==> src/rtl/busSeqPkg.sv <==
package busSeqPkg;

  typedef enum logic [2:0] {
    ST_IDLE,
    ST_T1,
    ST_T2,
    ST_T1P,
    ST_T2P
  } busState_t;

  // strobes from the sequencer control to the datapath
  typedef struct packed {
    logic loadReq;    // capture request into address and pending registers
    logic promote;    // pending cycle becomes the current data-phase cycle
    logic dataPhase;  // a current cycle is in its data phase
    logic ack;        // current cycle acknowledged in this state
  } seqCtl_t;

endpackage

==> src/rtl/busSeqCtrl.sv <==
module busSeqCtrl
  import busSeqPkg::*;
(
  input  logic    clk,
  input  logic    rstN,
  input  logic    reqValid,
  input  logic    busReadyN,
  input  logic    busNaN,
  output logic    reqGrant,
  output logic    busAdsN,
  output seqCtl_t ctl
);

  busState_t state, stateNx;
  logic waited, waitedNx;        // current non-pipelined cycle is in a wait state
  logic curPipe, curPipeNx;      // current cycle had its address issued early
  logic naLatched, naLatchedNx;  // next-address seen, no request yet
  logic dataPhase, ack, naOk, naHit;

  assign dataPhase = (state == ST_T2) || (state == ST_T1P) || (state == ST_T2P);
  assign ack       = dataPhase && !busReadyN;
  assign naOk      = waited || curPipe;
  assign naHit     = naLatched || (naOk && !busNaN);

  always_comb begin
    stateNx     = state;
    waitedNx    = waited;
    curPipeNx   = curPipe;
    naLatchedNx = naLatched;
    reqGrant    = 1'b0;
    ctl.promote = 1'b0;
    unique case (state)
      ST_IDLE: begin
        if (reqValid) begin
          reqGrant = 1'b1;
          stateNx  = ST_T1;
        end
      end
      ST_T1: begin
        ctl.promote = 1'b1;
        stateNx     = ST_T2;
        waitedNx    = 1'b0;
        curPipeNx   = 1'b0;
        naLatchedNx = 1'b0;
      end
      ST_T2: begin
        if (ack) begin
          naLatchedNx = 1'b0;
          if (reqValid) begin
            reqGrant = 1'b1;
            stateNx  = ST_T1;
          end else begin
            stateNx = ST_IDLE;
          end
        end else if (naHit && reqValid) begin
          reqGrant    = 1'b1;
          naLatchedNx = 1'b0;
          stateNx     = ST_T1P;
        end else begin
          waitedNx    = 1'b1;
          naLatchedNx = naHit;
        end
      end
      ST_T1P, ST_T2P: begin
        if (ack) begin
          ctl.promote = 1'b1;
          stateNx     = ST_T2;
          curPipeNx   = 1'b1;
          waitedNx    = 1'b0;
        end else begin
          stateNx = ST_T2P;
        end
      end
      default: stateNx = ST_IDLE;
    endcase
  end

  always_ff @(posedge clk) begin
    if (!rstN) begin
      state     <= ST_IDLE;
      waited    <= 1'b0;
      curPipe   <= 1'b0;
      naLatched <= 1'b0;
    end else begin
      state     <= stateNx;
      waited    <= waitedNx;
      curPipe   <= curPipeNx;
      naLatched <= naLatchedNx;
    end
  end

  assign busAdsN       = !((state == ST_T1) || (state == ST_T1P));
  assign ctl.loadReq   = reqGrant;
  assign ctl.dataPhase = dataPhase;
  assign ctl.ack       = ack;

  AST_ADS_SINGLE: assert property (@(posedge clk) disable iff (!rstN)
    ((state == ST_T1) || (state == ST_T1P)) |=> !((state == ST_T1) || (state == ST_T1P)));
  AST_SECOND_STATE: assert property (@(posedge clk) disable iff (!rstN)
    (state == ST_T1) |=> (state == ST_T2));
  AST_IDLE_NONPIPE: assert property (@(posedge clk) disable iff (!rstN)
    (state == ST_IDLE) |=> ((state == ST_IDLE) || (state == ST_T1)));
  AST_EARLY_FROM_DATA: assert property (@(posedge clk) disable iff (!rstN)
    (state == ST_T1P) |-> ($past(state) == ST_T2));
  AST_GRANT_PULSE: assert property (@(posedge clk) disable iff (!rstN)
    reqGrant |=> !reqGrant);

endmodule

==> src/rtl/busSeqPath.sv <==
module busSeqPath
  import busSeqPkg::*;
#(
  parameter int ADDR_W = 30,
  parameter int DATA_W = 32,
  localparam int BE_W  = DATA_W / 8
) (
  input  logic              clk,
  input  logic              rstN,
  input  seqCtl_t           ctl,
  input  logic [ADDR_W-1:0] reqAddr,
  input  logic [BE_W-1:0]   reqByteEn,
  input  logic              reqWr,
  input  logic              reqDc,
  input  logic              reqMio,
  input  logic [DATA_W-1:0] reqWdata,
  input  logic [DATA_W-1:0] busDataIn,
  output logic [ADDR_W-1:0] busAddr,
  output logic [BE_W-1:0]   busBeN,
  output logic              busWr,
  output logic              busDc,
  output logic              busMio,
  output logic [DATA_W-1:0] busDataOut,
  output logic              busDataOe,
  output logic              rdDone,
  output logic [DATA_W-1:0] rdData
);

  // address-side registers: follow the most recently granted request
  logic [ADDR_W-1:0] aAddr;
  logic [BE_W-1:0]   aBe;
  logic              aWr, aDc, aMio;
  // pending (granted, not yet in data phase) and current data-phase cycles
  logic              pWr, cWr;
  logic [DATA_W-1:0] pData, cData;

  always_ff @(posedge clk) begin
    if (!rstN) begin
      aAddr  <= '0;
      aBe    <= '0;
      aWr    <= 1'b0;
      aDc    <= 1'b0;
      aMio   <= 1'b0;
      pWr    <= 1'b0;
      pData  <= '0;
      cWr    <= 1'b0;
      cData  <= '0;
      rdDone <= 1'b0;
      rdData <= '0;
    end else begin
      if (ctl.loadReq) begin
        aAddr <= reqAddr;
        aBe   <= reqByteEn;
        aWr   <= reqWr;
        aDc   <= reqDc;
        aMio  <= reqMio;
        pWr   <= reqWr;
        pData <= reqWdata;
      end
      if (ctl.promote) begin
        cWr   <= pWr;
        cData <= pData;
      end
      rdDone <= ctl.ack && !cWr;
      if (ctl.ack && !cWr) rdData <= busDataIn;
    end
  end

  for (genvar lane = 0; lane < BE_W; lane++) begin : g_lane
    assign busBeN[lane] = ~aBe[lane];
  end

  assign busAddr    = aAddr;
  assign busWr      = aWr;
  assign busDc      = aDc;
  assign busMio     = aMio;
  assign busDataOut = cData;
  assign busDataOe  = ctl.dataPhase && cWr;

  AST_ADDR_FROM_GRANT: assert property (@(posedge clk) disable iff (!rstN)
    ctl.loadReq |=> (busAddr == $past(reqAddr)) && (busWr == $past(reqWr)));

endmodule

==> src/rtl/busCycleSeq.sv <==
module busCycleSeq
  import busSeqPkg::*;
#(
  parameter int ADDR_W = 30,
  parameter int DATA_W = 32,
  localparam int BE_W  = DATA_W / 8
) (
  input  logic              clk,
  input  logic              rstN,
  input  logic              reqValid,
  input  logic [ADDR_W-1:0] reqAddr,
  input  logic [BE_W-1:0]   reqByteEn,
  input  logic              reqWr,
  input  logic              reqDc,
  input  logic              reqMio,
  input  logic [DATA_W-1:0] reqWdata,
  output logic              reqGrant,
  output logic              rdDone,
  output logic [DATA_W-1:0] rdData,
  output logic              busAdsN,
  output logic [ADDR_W-1:0] busAddr,
  output logic [BE_W-1:0]   busBeN,
  output logic              busWr,
  output logic              busDc,
  output logic              busMio,
  output logic [DATA_W-1:0] busDataOut,
  output logic              busDataOe,
  input  logic [DATA_W-1:0] busDataIn,
  input  logic              busReadyN,
  input  logic              busNaN
);

  seqCtl_t ctl;

  busSeqCtrl u_ctrl (
    .clk      (clk),
    .rstN     (rstN),
    .reqValid (reqValid),
    .busReadyN(busReadyN),
    .busNaN   (busNaN),
    .reqGrant (reqGrant),
    .busAdsN  (busAdsN),
    .ctl      (ctl)
  );

  busSeqPath #(.ADDR_W(ADDR_W), .DATA_W(DATA_W)) u_path (
    .clk       (clk),
    .rstN      (rstN),
    .ctl       (ctl),
    .reqAddr   (reqAddr),
    .reqByteEn (reqByteEn),
    .reqWr     (reqWr),
    .reqDc     (reqDc),
    .reqMio    (reqMio),
    .reqWdata  (reqWdata),
    .busDataIn (busDataIn),
    .busAddr   (busAddr),
    .busBeN    (busBeN),
    .busWr     (busWr),
    .busDc     (busDc),
    .busMio    (busMio),
    .busDataOut(busDataOut),
    .busDataOe (busDataOe),
    .rdDone    (rdDone),
    .rdData    (rdData)
  );

  AST_ADDR_HOLD: assert property (@(posedge clk) disable iff (!rstN)
    !$past(reqGrant) |-> $stable(busAddr) && $stable(busBeN));
  AST_DONE_AFTER_ACK: assert property (@(posedge clk) disable iff (!rstN)
    rdDone |-> $past(!busReadyN));

endmodule

==> config.mk <==
export PLATFORM = sky130hd
export DESIGN_NAME = busCycleSeq
export DESIGN_NICKNAME = d
export VERILOG_FILES = /design/src/rtl/busSeqPkg.sv /design/src/rtl/busSeqCtrl.sv /design/src/rtl/busSeqPath.sv /design/src/rtl/busCycleSeq.sv
export SDC_FILE = /design/constraint.sdc
export NUM_CORES = 1
export LEC_CHECK = 0
export BUFFER_PORTS_ARGS = -buffer_cell sky130_fd_sc_hd__buf_4
export CAP_MARGIN = 20
export CORE_ASPECT_RATIO = 0.75
export CORE_UTILIZATION = 50
export CTS_BUF_LIST = sky130_fd_sc_hd__clkbuf_8
export CTS_CLUSTER_SIZE = 30
export DETAILED_ROUTE_END_ITERATION = 10
export PLACE_DENSITY = 0.91
export SETUP_SLACK_MARGIN = 0.02
export SYNTH_ARGS = -nofsm -noshare
export SYNTH_HDL_FRONTEND = slang
export SYNTH_SLANG_ARGS = --single-unit
==> constraint.sdc <==
create_clock -name clk -period 3.31 [get_ports clk]
set_input_delay 0.662 -clock clk [delete_from_list [all_inputs] [get_ports clk]]
set_output_delay 0.662 -clock clk [all_outputs]
set_load 0.03 [all_outputs]
# Word level (Yosys, flattened, before mapping)
# Index checks and enable logic that the tools add are counted.
dict set report totals {
  register_bits 141
  inputBits 106
  out_inout_bits 105
  elab_cells 70
}
dict set report classes {
  eq_ne 9
  muxes 21
  bitwise 4
  n_reduce_logical 22
}
# op count
set op_table {}
lappend op_table {{$mux 3} 4}
lappend op_table {{$pmux 3 s4} 1}
lappend op_table {{$mux 1} 11}
lappend op_table {{$pmux 1 s2} 4}
lappend op_table {{$eq 3x2->1 const B} 2}
lappend op_table {{$ne 2x2->1 const B} 3}
lappend op_table {{$logic_and 1x1->1} 5}
lappend op_table {{$logic_or 1x1->1} 5}
lappend op_table {{$logic_not 1->1} 4}
lappend op_table {{$not 1->1} 4}
lappend op_table {{$reduce_and 2->1} 2}
lappend op_table {{$reduce_and 4->1} 1}
lappend op_table {{$reduce_bool 2->1} 2}
lappend op_table {{$eq 3x1->1 const B} 1}
lappend op_table {{$eq 3x3->1 const B} 1}
lappend op_table {{$logic_not 3->1} 1}
lappend op_table {{$ne 3x2->1 const B} 1}
lappend op_table {{$pmux 1 s3} 1}
lappend op_table {{$reduce_bool 3->1} 1}
lappend op_table {{$ne 2x1->1 const B} 1}
lappend op_table {{$reduce_or 2->1} 1}

# Longest topological paths before layout
# Gate-level depths: netlist (run 1).
dict set report depth {
  word_depth 7
  mapped_depth 7
  mapped_depth_nobuf 4
}

# Hierarchy
# A second synthesis (run 1) with hierarchy kept.
dict set report unflattened {
  hier_cells 524
  area_unflattened_um2 5572.8
}
# module instances cells_per_inst area_per_inst_um2
set modules_own_cells {}
lappend modules_own_cells {busSeqPath 1 476 5177.5}
lappend modules_own_cells {busSeqCtrl 1 48 395.4}

# Worst setup path after synthesis (run 1)
# OpenSTA, ideal clock, no wires.
dict set report synth_timing {
  path_type {input to output}
  start {input busNaN}
  end {output reqGrant}
  arrival_time_ns 1.472
  required_ns 2.648
  slack_ns 1.176
  path_stages 4
  path_buffers 2
  path_cell_list {o21ba_1 o311a_4 buf_6 buf_6}
}
dict set report synth_between {
  elab_chain_len 7
}
# item line
set synth_rtl {}
lappend synth_rtl {{start: declaration} busCycleSeq.sv:30} ;# input logic busNaN
lappend synth_rtl {{$logic_not 1->1} busSeqCtrl.sv:23} ;# assign naHit = naLatched || (naOk && !busNaN);
lappend synth_rtl {{$logic_and 1x1->1} busSeqCtrl.sv:23}
lappend synth_rtl {{$logic_or 1x1->1} busSeqCtrl.sv:23}
lappend synth_rtl {{$logic_and 1x1->1} busSeqCtrl.sv:55} ;# end else if (naHit && reqValid) begin
lappend synth_rtl {{$mux 1} busSeqCtrl.sv:55}
lappend synth_rtl {{$mux 1} busSeqCtrl.sv:47} ;# if (ack) begin
lappend synth_rtl {{$pmux 1 s2} busSeqCtrl.sv:32} ;# unique case (state)
lappend synth_rtl {{end: declaration} busCycleSeq.sv:17} ;# output logic reqGrant,
# No other way between the ends.

# Worst setup path after layout (run 1)
dict set report layout_timing {
  start {register u_ctrl.state[2]}
  end {output busDataOe}
}
dict set report layout_between {
  elab_chain_len 4
  elab_cells_between_ends 6
  cone_classes {3 x eq/ne; 3 x reduce/logical}
}
# item line
set layout_rtl {}
lappend layout_rtl {{start: declaration} busSeqCtrl.sv:14} ;# busState_t state, stateNx;
lappend layout_rtl {{start signal: assignment} busSeqCtrl.sv:85} ;# state <= stateNx;
lappend layout_rtl {{$eq 3x2->1} busSeqCtrl.sv:20} ;# assign dataPhase = (state == ST_T2) || (state == ST_T1P) || (state == ST_T2P);
lappend layout_rtl {{$logic_or 1x1->1} busSeqCtrl.sv:20}
lappend layout_rtl {{$logic_or 1x1->1 *} busSeqCtrl.sv:20}
lappend layout_rtl {{$logic_and 1x1->1 *} busSeqPath.sv:78} ;# assign busDataOe = ctl.dataPhase && cWr;
lappend layout_rtl {{end: declaration} busCycleSeq.sv:27} ;# output logic busDataOe,
# Every way passes the cells marked *; elsewhere a longest branch is shown, timed or not.

==> flow_summary_export.csv, run 1 <==
group,metric,value,unit
clocking,cts-root-buf,"clkbuf_8",
finish,fin_cells,930,
global_route,grt_pass1_wl,20200,um
route,first_pass_iters,5,
clocking,cts_hold_buf,0,
sta,slew_headroom,46.3,%
finish,final_common_cell,"buf_4",
floorplanning,ios,211,
route,drt-total-wl,12700,um
global_route,antenna_found_initial,0,
sta,fin_tns_setup,0,ps
min_path,hold_class,"in -> reg",
finish,regArea,0.00282,sq mm
pwr,powerDensity,511,mW/mm^2
min_path,worstHoldStart,"reqDc",
finish,nets,891,
floorplanning,start_util,52.5,%
placed_design,place.gp.congestion,0.859,
sta,slew_viol_final,0,
pwr,p_int,0.00262,W
critical_path,r2r-start,"u_ctrl.state[2]$_SDFFE_PN0P_",
finish,nFillCells,752,
global_route,met3_usage,7.74,%
global_route,grt_pass1_vias,4478,
placed_design,pre_cts_ws,1130,ps
sta,fmax,427,MHz
clocking,cts_max_level,4,
critical_path,path_depth,3,
critical_path,path_delay_family,"flip-flops",
floorplanning,core,0.00985,sq mm
critical_path,cp_max_fo,9,
clocking,clkTransAtPathRegs,80,ps
clocking,numCtsBuffers,17,
synthesis,ys_seq_elements,141,
route,via_per_inst,5.25,
route,drtIter0Drc,320,
placed_design,dp_cells,898,
pwr,swShare,27.4,%
status,status,"finished, final reports clean",
sta,tightest_slew,805,ps
pwr,ir_worst_vdd,0.336,mV
critical_path,cp_cell_sequence,"nor3b_2, o21a_1, buf_4",
global_route,gr-usage-all-layers,23.4,%
pwr,cellLeakagePower,2.98,nW
placed_design,port_buffers,210,
critical_path,path_buf_inv,1,
synthesis,synth_cell_types,29,
clocking,insertion_delay,420,ps
critical_path,critPathRequiredTime,2650,ps
critical_path,cp-end-kind,"output port",
synthesis,syn_avg_cell_area,8.49,sq um
finish,drive_gt1_share,32.1,%
critical_path,critPathLaunch,"u_ctrl.state[2]$_SDFFE_PN0P_",
critical_path,max_stage_delay,530,ps
floorplanning,die_area,0.0108,sq mm
sta,rsz0062_at_grt,"no",
pwr,pwr-share-clk,35.6,%
route,routedWlPerCell,13.7,um
floorplanning,dieWidth,119,um
run,cap_violations,0,
floorplanning,die_y,90.1,um
critical_path,r2r_cells,5,
critical_path,critPathSlowestCell,"dfxtp_1",
sta,finalCriticalPeriod,2340,ps
global_route,grt_overflow_total,0,
critical_path,crit_path_start_kind,"flip-flop",
critical_path,critPathKind,"reg -> out",
route,drcViolationCount,0,
pwr,combPwrFrac,14.1,%
sta,clock_skew,10.8,ps
synthesis,synth_area,0.00517,sq mm
global_route,grt_max_degree,140,
global_route,grt_use_met1,26.6,%
synthesis,syn-num-nets,715,
route,vias,4886,
clocking,postCtsResizedCells,0,
pwr,p_seq_share,50.4,%
finish,area_delta_synth_final,36.5,%
sta,worst_slack,969,ps
sta,final-setup-viol-count,0,
clocking,postCtsSetupBuffers,0,
route,detail-route-antenna-nets,0,
sta,hold_viol,0,
pwr,power.switching,0.000990,W
synthesis,yosysWarnings,0,
finish,multiInputGateArea,0.00200,sq mm
finish,final_cell_mix,"210 x buf_4, 141 x dfxtp_1, 135 x nand3_1, 126 x o21ai_0, 100 x nand2_1",
placed_design,post-dp-hpwl,8750,um
floorplanning,placementRows,31,
sta,final.period_utilization,70.7,%
synthesis,synthCells,609,
finish,stdcell_area,0.00706,sq mm
placed_design,placed_area,0.00668,sq mm
synthesis,synth.yosys.seq_area_share,54.6,%
min_path,whs_path_depth,3,
clocking,cts_buffer_depth,2,
clocking,clkSinkCount,141,
critical_path,cp.arrival,1680,ps
clocking,cts_tree,"built",
global_route,top_usage_layer,"met2",
global_route,use_met2,41.1,%
finish,antennaDiodeCount,0,
## cells in the mapped netlist (all sizes together)
cell type  count  area, sq um
o21ba          1         10.0
a21boi         1         7.51
a22oi          1         12.5
and2           1         6.26
nor2b          4         25.0
nand3        135          676
o311a          1         21.3
xnor2          2         17.5
dfxtp        141         2820
nand2b         2         12.5
nor2           7         26.3
nand2        101          382
inv            6         22.5
buf           31          234
clkbuf        27          101
mux2i          1         10.0
o31ai          4         50.1
a2bb2oi        1         8.76
o21a           1         7.51
nor3           1         5.00
o21ai        134          671
a21oi          4         20.0
nor3b          2         20.0
## cell families after synthesis
kind of cell	synth area share [%]
compound gates	15.6
xor+xnor	0.339
buf+inv	6.92
flops	54.6
mux	0.194
simple gates	22.3
## cell type report
type                    count  share of cell area, %
clock buffers              19                   3.71
clock inverters            13                   1.65
inverters                   6                  0.319
multi-input cells         404                   28.3
flip-flops and latches    141                   40.0
well taps                 132                   2.34
repair buffers            215                   23.6
## state kept, by name, summed over array words and instances (netlist names), 3 cells and up
signal,flops
u_path.aBe,4
u_path.rdData,32
u_path.pData,32
u_path.busAddr,30
u_ctrl.state,3
u_path.busDataOut,32
## per-layer routing
layer  vias up  wire [um]  part of all wire [%]
met3        14       1130                   8.9
met4         0        142                   1.1
met1      2240       5070                    40
met5         -          0                     0
li1       2435          -                     -
met2       197       6360                    50
## per-stage QoR
step	hold slack (ps)	utilization (%)	total power (W)
after CTS	431	71.6	0.00364
after floorplan	431	-	0.00216
after global placement	439	67.8	0.00234
after detailed placement	450	67.8	0.00236
final	456	71.6	0.00361
after global routing	427	71.6	0.00377
## worst paths after layout
kind / endpoint / slack [ps]
worst max-delay path: busDataOe / 970
worst min-delay path: u_path.busDc$_SDFFE_PN0P_ / 460
worst max register to register: u_path.busDataOut[5]$_SDFFE_PN0P_ / 1230
worst min register to register: u_path.pData[17]$_SDFFE_PN0P_ / 460
## power by group through the flow
stage               Clock [W]  Sequential (W)  Combinational (W)
finish                0.00128         0.00182           0.000507
global route          0.00140         0.00183           0.000549
CTS                   0.00131         0.00182           0.000510
detailed placement          0         0.00186           0.000509
global placement            0         0.00185           0.000494
floorplan                   0         0.00194           0.000220
## worst register-to-register path: stages, from the launching register on
cell     delay, ps
dfxtp_1        530
nor2b_1        180
a22oi_2        710
buf_12         300
nand3_1        130
o21ai_0        130
(Power assumes the default switching activity.)
==> run 2: changes to the inputs <==
- clock period: 3.31 -> 2.2 ns (I/O delays scaled with it)
==> run 2 against run 1 <==
Compared with the run above:
- register-to-register slack got worse by 830 ps
- global-route usage rose by 1.6 points
- sequential cell count did not move
- core utilization rose by 1.3 points
- non-clock buffer count rose by 5
- combinational power rose by 55%
- critical path depth did not move
- power rose by 61%
- worst hold slack got worse by 240 ps
- highest routed layer unchanged
- clock skew rose by 5.3 ps
- largest cell class unchanged
==> flow_summary_export.csv, run 2 (synthesis gave the netlist of run 1 again) <==
group,metric,value,unit
finish,area_delta_synth_final,38.9,%
route,top_layer,"met4",
critical_path,cp_max_fo,11,
route,detail-route-antenna-nets,0,
clocking,cts_max_level,4,
global_route,grt_max_degree,70,
route,met1_length,5470,um
finish,antennaDiodeCount,0,
sta,hold_viol,0,
floorplanning,placementRows,31,
route,routedWlPerCell,14.6,um
critical_path,crit_path_start_kind,"flip-flop",
sta,final-setup-viol-count,0,
finish,fin_cells,936,
placed_design,place.gp.congestion,0.778,
clocking,cts-root-buf,"clkbuf_8",
placed_design,port_buffers,210,
finish,final_cell_mix,"214 x buf_4, 140 x dfxtp_1, 135 x nand3_1, 126 x o21ai_0, 100 x nand2_1",
finish,final_common_cell,"buf_4",
clocking,clkSinkCount,141,
clocking,cts_tree,"built",
global_route,grt_pass1_wl,21500,um
floorplanning,die_y,90.1,um
global_route,gr-usage-all-layers,25.1,%
critical_path,cp-end-kind,"output port",
pwr,ir_worst_vdd,0.639,mV
critical_path,critPathKind,"reg -> out",
route,first_pass_iters,5,
sta,fmax,471,MHz
route,drt-total-wl,13600,um
critical_path,cp.arrival,1690,ps
pwr,powerDensity,807,mW/mm^2
clocking,insertion_delay,430,ps
min_path,hold_class,"in -> reg",
status,status,"finished, final reports clean",
floorplanning,ios,211,
floorplanning,core,0.00985,sq mm
route,via_per_inst,5.25,
route,wl_met2,6740,um
finish,drive_gt1_share,32.5,%
route,wl_met3,1120,um
placed_design,pre_cts_ws,281,ps
finish,nets,897,
sta,worst_slack,74.7,ps
route,vias,4910,
sta,finalCriticalPeriod,2130,ps
route,drcViolationCount,0,
clocking,clkTransAtPathRegs,90,ps
sta,fin_tns_setup,0,ps
sta,slew_headroom,62.0,%
global_route,grt_overflow_total,0,
pwr,cellLeakagePower,3.05,nW
clocking,cts_buffer_depth,2,
floorplanning,dieWidth,119,um
sta,slew_viol_final,0,
sta,final.period_utilization,96.6,%
global_route,grt_pass1_vias,4639,
route,drtIter0Drc,328,
global_route,antenna_found_initial,0,
sta,rsz0062_at_grt,"yes",
placed_design,post-dp-hpwl,9190,um
sta,clock_skew,16.1,ps
placed_design,dp_cells,903,
floorplanning,start_util,52.5,%
sta,tightest_slew,570,ps
floorplanning,die_area,0.0108,sq mm
clocking,postCtsSetupBuffers,0,
run,cap_violations,0,
clocking,numCtsBuffers,17,
critical_path,critPathRequiredTime,1760,ps
## run 2: cell count changes in the layout (fill, tap and decap cells not counted), moves of 2 or more
cell | before | now
clkinv_2 | 3 | 0
buf_4 | 210 | 214
bufinv_16 | 1 | 4
inv_1 | 6 | 8
clkinvlp_4 | 6 | 3
clkinv_4 | 2 | 4
## run 2: power by group
group          total [W]  internal, W  switching, W
clock            0.00227      0.00127       0.00100
combinational   0.000788     0.000323      0.000466
sequential       0.00273      0.00267     0.0000612
total            0.00580      0.00426       0.00153
## run 2: final cells by class
class | instances | area [sq um]
Clock buffer | 18 | 248
Clock inverter | 14 | 194
Fill cell | 723 | 2670
Inverter | 6 | 22.5
Multi-Input combinational cell | 405 | 2010
Sequential cell | 141 | 2820
Tap cell | 132 | 165
Timing Repair Buffer | 220 | 1720
## run 2: worst paths after layout
| path | from | to | slack (ps) | cells past startpoint |
|---|---|---|---|---|
| worst min-delay path | reqWdata[0] | u_path.pData[0]$_SDFFE_PN0P_ | 220 | 3 |
| worst max register to register | u_ctrl.state[2]$_SDFFE_PN0P_ | u_path.busDataOut[8]$_SDFFE_PN0P_ | 400 | 5 |
| worst min register to register | u_path.pData[28]$_SDFFE_PN0P_ | u_path.busDataOut[28]$_SDFFE_PN0P_ | 450 | 2 |
| worst max-delay path | u_ctrl.state[0]$_SDFFE_PN0P_ | reqGrant | 70 | 3 |
## run 2: repair_timing
item                       CTS  global route
pin swaps                    0             1
gates resized for setup      1             0
hold buffers                 0             0
setup endpoints to repair    1             2
cloned                       0             1
hold endpoints to repair     0             0
## run 2: layer usage
metal  up-vias  GRT usage [%]
met1      2227           28.5
li1       2452              -
met3        33           8.69
met2       198           43.0
met5         -              0
met4         0           10.3
## run 2: stage by stage
stage                     cell area (sq um)  total power, W  util [%]  hold slack, ps
final                                  7180         0.00580      72.9             217
after global placement                 6730         0.00354      68.3             438
after global routing                   7180         0.00602      72.9             192
after detailed placement               6730         0.00357      68.3             445
after CTS                              7170         0.00582      72.8             192
after floorplan                        5170         0.00325         -             431
## run 2: worst max-delay path, stage by stage, from the launching register on
cell,delay (ps)
dfxtp_1,410
nor2_1,290
o311a_4,370
buf_4,200
==> run 3: changes to the inputs <==
- GPL_TIMING_DRIVEN: not set -> 0
==> run 3 against run 2 <==
Compared with the run above:
- global-route usage rose by 4.3 points
- design area rose by 1.8%
- sequential power barely moved
- worst setup slack improved by 35 ps
- via count rose by 9.5%
==> flow_summary_export.csv, run 3 (synthesis gave the netlist of run 1 again) <==
group,metric,value,unit
status,status,"finished, final reports clean",
critical_path,cp_max_fo,11,
finish,fin_cells,981,
pwr,powerDensity,757,mW/mm^2
finish,drive_gt1_share,32.2,%
pwr,ir_worst_vdd,0.534,mV
global_route,gr-usage-all-layers,29.4,%
critical_path,critPathRequiredTime,1760,ps
global_route,grt_pass1_wl,24800,um
finish,final_cell_mix,"215 x buf_4, 140 x dfxtp_1, 135 x nand3_1, 126 x o21ai_0, 100 x nand2_1",
clocking,clkSinkCount,141,
global_route,grt_pass1_vias,5097,
finish,antennaDiodeCount,0,
sta,whs,228,ps
sta,finalCriticalPeriod,2090,ps
route,vias,5374,
critical_path,crit_path_start_kind,"flip-flop",
floorplanning,ios,211,
global_route,grt_max_degree,17,
sta,slew_viol_final,0,
finish,nets,946,
floorplanning,die_y,90.1,um
clocking,numCtsBuffers,17,
placed_design,placed_area,0.00690,sq mm
finish,stdcell_area,0.00731,sq mm
route,detail-route-antenna-nets,0,
clocking,cts_tree,"built",
sta,clock_skew,9.08,ps
floorplanning,start_util,52.5,%
route,routedWlPerCell,16.2,um
route,drtIter0Drc,249,
placed_design,port_buffers,209,
sta,final.period_utilization,95.0,%
floorplanning,core,0.00985,sq mm
finish,area_delta_synth_final,41.5,%
sta,fmax,478,MHz
run,cap_violations,0,
clocking,cts_max_level,4,
critical_path,max_stage_delay,390,ps
sta,fin_tns_setup,0,ps
route,drt-total-wl,15900,um
critical_path,cp_cell_sequence,"o21ba_2, o311a_4, buf_12, buf_6",
finish,final_common_cell,"buf_4",
sta,hold_viol,0,
placed_design,post-dp-hpwl,11600,um
global_route,grt_overflow_total,0,
critical_path,cp-end-kind,"output port",
floorplanning,dieWidth,119,um
clocking,clkTransAtPathRegs,70,ps
clocking,insertion_delay,430,ps
floorplanning,die_area,0.0108,sq mm
floorplanning,placementRows,31,
min_path,hold_class,"in -> reg",
placed_design,dp_cells,950,
critical_path,path_delay_family,"compound AO/OA/AOI/OAI gates",
clocking,cts_buffer_depth,2,
route,drcViolationCount,0,
critical_path,cp.arrival,1650,ps
critical_path,critPathSlowestCell,"o311a_4",
pwr,finalPower,0.00554,W
sta,final-setup-viol-count,0,
finish,nFillCells,782,
critical_path,critPathKind,"reg -> out",
global_route,antenna_found_initial,0,
route,first_pass_iters,8,
sta,rsz0062_at_grt,"no",
sta,slew_headroom,58.4,%
sta,tightest_slew,624,ps
placed_design,place.gp.congestion,0.899,
route,via_per_inst,5.48,
pwr,cellLeakagePower,3.12,nW
clocking,cts-root-buf,"clkbuf_8",
critical_path,path_buf_inv,2,
run 3: cell types whose count changed in the layout (fill, tap and decap cells not counted), moves of 2 or more:
cell,change
clkinv_4,-4
buf_2,+6
buf_1,+8
buf_6,+12
clkbuf_1,+27
buf_12,-4
bufinv_16,-2
clkinv_2,+4
run 3: tightest hold or removal path: cells and delay by family:
family	cells	cell delay, ps
buf+inv	1	70
compound gates	1	60
simple gates	1	50
run 3: what timing repair did:
action,in CTS,in global routing
hold buffers,0,0
setup endpoints to repair,1,1
pin swaps,1,1
gates resized for setup,9,1
cloned,0,0
buffers inserted,3,1
run 3: path summary, 6_finish.rpt:
kind | endpoint | startpoint | slack, ps | cells past startpoint
worst max-delay path | reqGrant | u_ctrl.curPipe$_SDFFE_PN0P_ | 110 | 4
worst min-delay path | u_path.busAddr[3]$_SDFFE_PN0P_ | reqAddr[3] | 230 | 3
worst max register to register | u_path.rdData[24]$_SDFFE_PN0P_ | u_ctrl.state[1]$_SDFFE_PN0P_ | 340 | 7
worst min register to register | u_path.busAddr[20]$_SDFFE_PN0P_ | u_path.busAddr[20]$_SDFFE_PN0P_ | 460 | 2
run 3: cell type report:
class	instances	area (sq um)	share of cell area, %
Sequential cell	141	2820	38.6
Multi-Input combinational cell	404	2000	27.4
Timing Repair Buffer	213	1600	21.9
Buffer	57	339	4.64
Clock buffer	19	262	3.58
Tap cell	132	165	2.26
Clock inverter	9	98.8	1.35
Inverter	6	22.5	0.308
run 3: report_power, final:
| part | total [W] | switching [W] | internal [W] |
|---|---|---|---|
| registers | 0.00273 | 0.0000584 | 0.00267 |
| logic | 0.000873 | 0.000515 | 0.000358 |
| clock network | 0.00193 | 0.000902 | 0.00103 |
| total | 0.00554 | 0.00148 | 0.00406 |
run 3: routing by layer:
layer | track usage [%] | routed length (um)
met4 | 9.48 | 252
met2 | 51.0 | 7920
met3 | 8.95 | 1490
met1 | 34.7 | 6240
met5 | 0 | 0
run 3: per-stage QoR:
step                util [%]  worst slack, ps
finish                  74.2              109
detailed placement      70.1              170
CTS                     74.3             29.4
global route            74.2             63.2
floorplan                  -              510
global placement        70.1              193
